File: src/rtl/dmaq_pkg.sv
package dmaq_pkg;

    // byte offsets inside one queue region
    localparam int OFS_SQ_LO    = 'h00;
    localparam int OFS_SQ_HI    = 'h04;
    localparam int OFS_SQ_DEPTH = 'h08;
    localparam int OFS_SQ_TAIL  = 'h0C;
    localparam int OFS_CQ_LO    = 'h10;
    localparam int OFS_CQ_HI    = 'h14;
    localparam int OFS_CQ_DEPTH = 'h18;
    localparam int OFS_CQ_HEAD  = 'h1C;
    localparam int OFS_CTRL     = 'h20;
    localparam int OFS_QRESET   = 'h24;
    localparam int OFS_STATE    = 'h30;
    localparam int OFS_ISTAT    = 'h40;
    localparam int OFS_IMASK    = 'h44;

    // control word bit positions
    localparam int CTL_EN    = 0;
    localparam int CTL_ABORT = 2;
    localparam int CTL_PAUSE = 4;

    typedef enum logic [3:0] {
        QS_IDLE = 4'd0,
        QS_RUN  = 4'd1
    } qstate_e;

endpackage

File: src/rtl/dmaq_addr_decode.sv
module dmaq_addr_decode #(
    parameter int          NUM_Q        = 4,
    parameter int          QID_W        = 2,
    parameter int          REGION_SHIFT = 8,
    parameter logic [31:0] QBASE        = 32'h0
) (
    input  logic [31:0]             addr,
    output logic                    hit,
    output logic [QID_W-1:0]        qid,
    output logic [REGION_SHIFT-1:0] off
);
    localparam logic [32:0] SPAN = 33'(NUM_Q) << REGION_SHIFT;

    logic [32:0] rel;

    always_comb begin
        rel = {1'b0, addr} - {1'b0, QBASE};
        hit = ({1'b0, addr} >= {1'b0, QBASE}) && (rel < SPAN);
        qid = rel[REGION_SHIFT +: QID_W];
        off = rel[REGION_SHIFT-1:0];
    end
endmodule

File: src/rtl/dmaq_queue_regs.sv
module dmaq_queue_regs
    import dmaq_pkg::*;
#(
    parameter int OFF_W     = 8,
    parameter int PTR_W     = 13,
    parameter int DEPTH_W   = 14,
    parameter int INT_W     = 15,
    parameter int DEPTH_MIN = 32,
    parameter int DEPTH_MAX = 8192
) (
    input  logic               clk,
    input  logic               rst_n,
    input  logic               sel_wr,
    input  logic [OFF_W-1:0]   off,
    input  logic [31:0]        wdata,
    input  logic [INT_W-1:0]   int_evt,
    output logic [31:0]        rdata,
    output logic               db_req,
    output logic [PTR_W-1:0]   tail_new,
    output logic [63:0]        sq_base,
    output logic [63:0]        cq_base,
    output logic [DEPTH_W-1:0] sq_depth,
    output logic [DEPTH_W-1:0] cq_depth,
    output logic [PTR_W-1:0]   cq_head,
    output logic               run,
    output logic               abort,
    output logic               irq
);
    logic [63:0]        sq_base_q, cq_base_q;
    logic [DEPTH_W-1:0] sq_depth_q, cq_depth_q;
    logic [PTR_W-1:0]   sq_tail_q, cq_head_q, head_new;
    logic               en_q, abort_q, pause_q, rst_q;
    logic [INT_W-1:0]   istat_q, imask_q, w1c;
    qstate_e            state_q, st_nxt;

    function automatic logic depth_ok(input logic [31:0] v);
        return (v != 32'd0) && ((v & (v - 32'd1)) == 32'd0) &&
               (v >= 32'(DEPTH_MIN)) && (v <= 32'(DEPTH_MAX));
    endfunction

    always_comb begin
        tail_new = wdata[PTR_W-1:0] & PTR_W'(sq_depth_q - DEPTH_W'(1));
        head_new = wdata[PTR_W-1:0] & PTR_W'(cq_depth_q - DEPTH_W'(1));
        w1c      = (sel_wr && off == OFF_W'(OFS_ISTAT)) ? wdata[INT_W-1:0] : '0;
    end

    // register storage
    always_ff @(posedge clk or negedge rst_n) begin
        if (!rst_n) begin
            sq_base_q  <= '0;
            cq_base_q  <= '0;
            sq_depth_q <= DEPTH_W'(DEPTH_MIN);
            cq_depth_q <= DEPTH_W'(DEPTH_MIN);
            sq_tail_q  <= '0;
            cq_head_q  <= '0;
            en_q       <= 1'b0;
            abort_q    <= 1'b0;
            pause_q    <= 1'b0;
            rst_q      <= 1'b0;
            istat_q    <= '0;
            imask_q    <= '1;
        end else begin
            istat_q <= (istat_q & ~w1c) | int_evt;
            if (sel_wr) begin
                case (off)
                    OFF_W'(OFS_SQ_LO):    sq_base_q[31:0]  <= wdata;
                    OFF_W'(OFS_SQ_HI):    sq_base_q[63:32] <= wdata;
                    OFF_W'(OFS_CQ_LO):    cq_base_q[31:0]  <= wdata;
                    OFF_W'(OFS_CQ_HI):    cq_base_q[63:32] <= wdata;
                    OFF_W'(OFS_SQ_DEPTH): if (depth_ok(wdata)) sq_depth_q <= DEPTH_W'(wdata);
                    OFF_W'(OFS_CQ_DEPTH): if (depth_ok(wdata)) cq_depth_q <= DEPTH_W'(wdata);
                    OFF_W'(OFS_SQ_TAIL):  sq_tail_q <= tail_new;
                    OFF_W'(OFS_CQ_HEAD):  cq_head_q <= head_new;
                    OFF_W'(OFS_CTRL): begin
                        en_q    <= wdata[CTL_EN];
                        abort_q <= wdata[CTL_ABORT];
                        pause_q <= wdata[CTL_PAUSE];
                    end
                    OFF_W'(OFS_QRESET):   rst_q   <= wdata[0];
                    OFF_W'(OFS_IMASK):    imask_q <= wdata[INT_W-1:0];
                    default: ;
                endcase
            end
            if (rst_q) begin
                rst_q     <= 1'b0;
                sq_tail_q <= '0;
                cq_head_q <= '0;
                en_q      <= 1'b0;
                pause_q   <= 1'b0;
            end
        end
    end

    // state machine: next state
    always_comb begin
        st_nxt = state_q;
        unique case (state_q)
            QS_IDLE: if (en_q && !pause_q && !rst_q) st_nxt = QS_RUN;
            QS_RUN:  if (!en_q || pause_q || rst_q)  st_nxt = QS_IDLE;
            default: st_nxt = QS_IDLE;
        endcase
    end

    // state machine: state register
    always_ff @(posedge clk or negedge rst_n) begin
        if (!rst_n) state_q <= QS_IDLE;
        else        state_q <= st_nxt;
    end

    // outputs
    always_comb begin
        run      = (state_q == QS_RUN);
        abort    = abort_q;
        irq      = |(istat_q & ~imask_q);
        db_req   = sel_wr && (off == OFF_W'(OFS_SQ_TAIL)) && en_q;
        sq_base  = sq_base_q;
        cq_base  = cq_base_q;
        sq_depth = sq_depth_q;
        cq_depth = cq_depth_q;
        cq_head  = cq_head_q;
    end

    // read mux
    always_comb begin
        rdata = '0;
        case (off)
            OFF_W'(OFS_SQ_LO):    rdata = sq_base_q[31:0];
            OFF_W'(OFS_SQ_HI):    rdata = sq_base_q[63:32];
            OFF_W'(OFS_CQ_LO):    rdata = cq_base_q[31:0];
            OFF_W'(OFS_CQ_HI):    rdata = cq_base_q[63:32];
            OFF_W'(OFS_SQ_DEPTH): rdata = 32'(sq_depth_q);
            OFF_W'(OFS_CQ_DEPTH): rdata = 32'(cq_depth_q);
            OFF_W'(OFS_SQ_TAIL):  rdata = 32'(sq_tail_q);
            OFF_W'(OFS_CQ_HEAD):  rdata = 32'(cq_head_q);
            OFF_W'(OFS_CTRL): begin
                rdata[CTL_EN]    = en_q;
                rdata[CTL_ABORT] = abort_q;
                rdata[CTL_PAUSE] = pause_q;
            end
            OFF_W'(OFS_QRESET):   rdata[0] = rst_q;
            OFF_W'(OFS_STATE):    rdata[3:0] = state_q;
            OFF_W'(OFS_ISTAT):    rdata[INT_W-1:0] = istat_q;
            OFF_W'(OFS_IMASK):    rdata[INT_W-1:0] = imask_q;
            default: ;
        endcase
    end

    assert_rst_selfclear_R7: assert property (@(posedge clk) disable iff (!rst_n)
        rst_q |=> !rst_q);
    assert_rst_cleanup_R7: assert property (@(posedge clk) disable iff (!rst_n)
        rst_q |=> (sq_tail_q == '0 && cq_head_q == '0 && !en_q && !pause_q));
    assert_state_start_R8: assert property (@(posedge clk) disable iff (!rst_n)
        (en_q && !pause_q && !rst_q) |=> state_q == QS_RUN);
    assert_state_stop_R8: assert property (@(posedge clk) disable iff (!rst_n)
        (!en_q || pause_q || rst_q) |=> state_q == QS_IDLE);
    assert_depth_legal_R3: assert property (@(posedge clk) disable iff (!rst_n)
        depth_ok(32'(sq_depth_q)) && depth_ok(32'(cq_depth_q)));
endmodule

File: src/rtl/dmaq_regfile.sv
module dmaq_regfile #(
    parameter int          NUM_Q        = 4,
    parameter int          REGION_SHIFT = 8,
    parameter logic [31:0] QBASE        = 32'h0,
    parameter int          INT_W        = 15,
    parameter int          DEPTH_MIN    = 32,
    parameter int          DEPTH_MAX    = 8192,
    localparam int         QID_W        = (NUM_Q > 1) ? $clog2(NUM_Q) : 1,
    localparam int         PTR_W        = $clog2(DEPTH_MAX),
    localparam int         DEPTH_W      = PTR_W + 1
) (
    input  logic                     clk,
    input  logic                     rst_n,
    input  logic                     bus_valid,
    input  logic                     bus_write,
    input  logic [31:0]              bus_addr,
    input  logic [31:0]              bus_wdata,
    output logic [31:0]              bus_rdata,
    input  logic [NUM_Q*INT_W-1:0]   int_evt,
    output logic                     db_valid,
    output logic [QID_W-1:0]         db_qid,
    output logic [PTR_W-1:0]         db_tail,
    output logic [NUM_Q*64-1:0]      q_sq_base,
    output logic [NUM_Q*64-1:0]      q_cq_base,
    output logic [NUM_Q*DEPTH_W-1:0] q_sq_depth,
    output logic [NUM_Q*DEPTH_W-1:0] q_cq_depth,
    output logic [NUM_Q*PTR_W-1:0]   q_cq_head,
    output logic [NUM_Q-1:0]         q_run,
    output logic [NUM_Q-1:0]         q_abort,
    output logic [NUM_Q-1:0]         q_irq
);
    localparam int OFF_W = REGION_SHIFT;

    logic                    dec_hit;
    logic [QID_W-1:0]        dec_qid;
    logic [OFF_W-1:0]        dec_off;
    logic [31:0]             q_rdata   [NUM_Q];
    logic [PTR_W-1:0]        q_tailnew [NUM_Q];
    logic [NUM_Q-1:0]        q_dbreq;
    logic [NUM_Q-1:0]        sel_wr;

    dmaq_addr_decode #(
        .NUM_Q(NUM_Q), .QID_W(QID_W), .REGION_SHIFT(REGION_SHIFT), .QBASE(QBASE)
    ) u_dec (
        .addr(bus_addr), .hit(dec_hit), .qid(dec_qid), .off(dec_off)
    );

    for (genvar i = 0; i < NUM_Q; i++) begin : g_q
        assign sel_wr[i] = bus_valid && bus_write && dec_hit && (dec_qid == QID_W'(i));

        dmaq_queue_regs #(
            .OFF_W(OFF_W), .PTR_W(PTR_W), .DEPTH_W(DEPTH_W), .INT_W(INT_W),
            .DEPTH_MIN(DEPTH_MIN), .DEPTH_MAX(DEPTH_MAX)
        ) u_q (
            .clk      (clk),
            .rst_n    (rst_n),
            .sel_wr   (sel_wr[i]),
            .off      (dec_off),
            .wdata    (bus_wdata),
            .int_evt  (int_evt[i*INT_W +: INT_W]),
            .rdata    (q_rdata[i]),
            .db_req   (q_dbreq[i]),
            .tail_new (q_tailnew[i]),
            .sq_base  (q_sq_base[i*64 +: 64]),
            .cq_base  (q_cq_base[i*64 +: 64]),
            .sq_depth (q_sq_depth[i*DEPTH_W +: DEPTH_W]),
            .cq_depth (q_cq_depth[i*DEPTH_W +: DEPTH_W]),
            .cq_head  (q_cq_head[i*PTR_W +: PTR_W]),
            .run      (q_run[i]),
            .abort    (q_abort[i]),
            .irq      (q_irq[i])
        );
    end

    always_ff @(posedge clk or negedge rst_n) begin
        if (!rst_n) begin
            bus_rdata <= '0;
            db_valid  <= 1'b0;
            db_qid    <= '0;
            db_tail   <= '0;
        end else begin
            db_valid <= |q_dbreq;
            if (|q_dbreq) begin
                db_qid  <= dec_qid;
                db_tail <= q_tailnew[dec_qid];
            end
            if (bus_valid && !bus_write)
                bus_rdata <= dec_hit ? q_rdata[dec_qid] : 32'd0;
        end
    end

    assert_db_from_write_R4: assert property (@(posedge clk) disable iff (!rst_n)
        db_valid |-> $past(bus_valid && bus_write));
    assert_hole_read_zero_R10: assert property (@(posedge clk) disable iff (!rst_n)
        (bus_valid && !bus_write && !dec_hit) |=> bus_rdata == 32'd0);
endmodule

File: config.mk
export PLATFORM = sky130hd
export DESIGN_NAME = dmaq_regfile
export DESIGN_NICKNAME = d
export VERILOG_FILES = /design/src/rtl/dmaq_pkg.sv /design/src/rtl/dmaq_addr_decode.sv /design/src/rtl/dmaq_queue_regs.sv /design/src/rtl/dmaq_regfile.sv
export SDC_FILE = /design/constraint.sdc
export NUM_CORES = 2
export LEC_CHECK = 0
export ABC_AREA = 1
export BUFFER_PORTS_ARGS = -buffer_cell sky130_fd_sc_hd__buf_2
export CAP_MARGIN = 20
export CORE_MARGIN = 1
export CORE_UTILIZATION = 30
export CTS_BUF_LIST = sky130_fd_sc_hd__clkbuf_16
export DETAILED_ROUTE_END_ITERATION = 10
export HOLD_SLACK_MARGIN = 0.03
export PLACE_DENSITY_LB_ADDON = 0.05
export SYNTH_ARGS = -nofsm -noshare
export SYNTH_HDL_FRONTEND = slang
export SYNTH_SLANG_ARGS = --single-unit
File: constraint.sdc
create_clock -name clk -period 4.1 [get_ports clk]
set_clock_uncertainty 0.05 [all_clocks]
set_input_delay 0.205 -clock clk [delete_from_list [all_inputs] [get_ports clk]]
set_output_delay 0.205 -clock clk [all_outputs]
set_load 0.05 [all_outputs]
==> impl_metrics.toml <==
[grt]
grt_pass1_vias = 43300
grt_start_max_net_pins = 94
grt_pass1_wl_mm = 365
grt_usage_pct = 34.6
antenna_found_initial = 19
gr-total-overflow = 0

[timing]
drv_slew = 0
timing.fmax_mhz = 267
finalCritPeriodShare_pct = 91.3
rsz0062_at_grt = "false"
min_period_ns = 3.74
setup_tns_ns = 0
fin_hold_ws_ns = 0.0920
slew_headroom_pct = 23.8
finalHoldViolCount = 0
tightest_slew_ns = 1.13
setup_viol = 0

[cells_and_area]
fin_area_um2 = 55800
finish.utilization_pct = 37.8
layout.nets = 6809
ff_latch_area_um2 = 23000
multi_input_comb_area_um2 = 18700
drive_gt1_share_pct = 19.6
instances_no_fill = 8703
fillers = 15700
syn_to_final_growth_pct = 25.2

[yosys]
synth_most_common_cell = "nand2_1"
ys_seq_area_share_pct = 51.6
synth_common_cells = "2255 x nand2_1, 848 x dfrtp_1, 778 x o21ai_0, 382 x nor2_1, 351 x inv_1"
synth_largest_area_cell = "dfrtp_1"
synth_area_leaders = "dfrtp_1 48%, nand2_1 19%, o21ai_0 8.7%"
syn-num-nets = 5941
async_flop_share_pct = 100
syn_avg_cell_area_um2 = 7.68
synthDominantCellAreaShare_pct = 47.6
yosysWarnings = 0
synth_cell_types = 54
ys.flop_type = "dfrtp_1"
netlist_area_um2 = 44600
netlist_instances = 5805
synth_seq_cells = 916
synth-edff-count = 0

[routing]
wl_per_cell_um = 30.4
vias = 45600
post-route-drc-count = 0
drtIter0Drc = 4550
post_drt_via_cell_ratio = 5.24
ant_nets = 0
routed_wl_mm = 265
dr.pass1.iters = 7

[cts]
clockBufferDepth = 3
clk_pin_slew_ns = 0.07
worstSkewPairLatency_ns = 0.75
cts.sink_count = 916
cts.root.buffer_cell = "clkbuf_16"
cts_made_buffers = 111
cts_tree = "yes"
htree_levels = 3
cts_resized = 0

[setup_path]
worstPathArrival_ns = 4.29
critPathMaxFanout = 20
cp.required_ns = 4.65
cp-start-kind = "input pin"
cp-end-kind = "flop"
crit_type = "in2reg"

[job]
drv_cap = 0

[placed_design]
post-place-cells = 8410
gp_congestion = 1.00
portBuffers = 863
place_area_um2 = 51300
dp_hpwl_mm = 200

[outcome]
status = "completed"

[die]
core.rowCount = 141
die_area_um2 = 150000
die_w_um = 387
io_pins = 864
fp.dieH_um = 387
coreArea_um2 = 148000
start_util_pct = 30.2

[pwr]
ir_drop_mv = 0.318
leakage_nw = 29.2
powerDensity_nw_per_um2 = 362

[hold_path]
hold_path_class = "in2reg"
==> stage by stage <==
step | worst slack [ns] | total power, mW
CTS | 0.575 | 20.4
global route | 0.455 | 20.8
finish | 0.358 | 20.2
global placement | 0.213 | 10.1
detailed placement | 0.314 | 10.1
floorplan | 2.02 | 9.47
==> registers in the layout, indices dropped and copies added (netlist names), 4 cells and up <==
name / flops
g_q.u_q.cq_base: 256
g_q.u_q.sq_base: 256
g_q.u_q.imask_q: 60
g_q.u_q.istat_q: 60
g_q.u_q.cq_depth: 56
g_q.u_q.sq_depth: 56
g_q.u_q.cq_head: 52
g_q.u_q.sq_tail_q: 52
bus_rdata: 32
db_tail: 13
g_q.u_q.abort: 4
g_q.u_q.en_q: 4
g_q.u_q.pause_q: 4
g_q.u_q.rst_q: 4
g_q.u_q.state_q: 4
==> per-layer routing <==
layer | part of all wire (%) | up-vias | global-route usage [%]
li1 | - | 20500 | -
met1 | 42 | 22800 | 46.2
met2 | 45 | 1958 | 54.7
met3 | 8.2 | 359 | 7.80
met4 | 4.1 | 2 | 12.5
met5 | 0.0042 | - | 0
==> power breakdown <==
part | switching [mW] | internal (mW)
Combinational | 0.785 | 0.219
Clock | 4.39 | 5.77
Sequential | 0.0000000323 | 9.04
Total | 5.18 | 15.0
==> final cells by class <==
type	instances	area share (%)
tap	1930	4.33
clock inverter	95	1.53
antenna	6	0.0269
sequential	916	41.2
multi-input combinational	4180	33.6
clock buffer	112	5.02
inverter	369	2.48
timing repair buffer	1095	11.8
==> kinds of logic after synthesis <==
logic type	after synthesis	share of synthesized area, %
simple gates	3083	28.2
compound gates	1074	13.1
flops	916	51.6
xor+xnor	15	0.295
fa+ha+maj	8	0.225
buf+inv	709	6.55
==> cells in the final DEF (no fill, tap or decap), types with 38 or more instances in the layout <==
cell type / n
a21oi_1: 97
buf_2: 862
buf_4: 130
clkbuf_16: 112
clkinv_1: 38
dfrtp_1: 848
dfstp_2: 68
dlygate4sd3_1: 79
inv_1: 375
nand2_1: 2237
nand3_1: 223
nand4_1: 77
nor2_1: 375
nor3_1: 54
o21ai_0: 778
==> critical path: stages <==
cell,delay (ns)
dlygate4sd3_1,0.53
buf_2,0.12
or2_1,0.20
nor2_1,0.10
nand3_1,0.20
nor3_1,0.92
nand2_1,0.49
o21ai_1,0.73
inv_1,0.52
nand2_1,0.15
o21ai_0,0.09
==> what timing repair did <==
| action | CTS | global route |
|---|---|---|
| setup buffers | 0 | 0 |
| hold buffers | 77 | 2 |
| endpoints found under the hold margin | 230 | 4 |
==> final timing paths <==
check / slack (ns) / start / cells past startpoint / to
max in group asynchronous: 2.17 / rst_n / 4 / g_q[3].u_q.imask_q[9]
min reg2reg: 0.41 / g_q[3].u_q.pause_q / 1 / g_q[3].u_q.state_q[0]
max reg2reg: 1.43 / g_q[2].u_q.sq_depth[0] / 10 / db_tail[10]
min: 0.09 / bus_wdata[2] / 4 / g_q[0].u_q.cq_head[2]
min in group asynchronous: 0.50 / rst_n / 3 / g_q[2].u_q.cq_depth[6]
max: 0.36 / bus_addr[10] / 11 / g_q[1].u_q.cq_head[2]
Note: power is estimated with default switching activity, not from simulation.
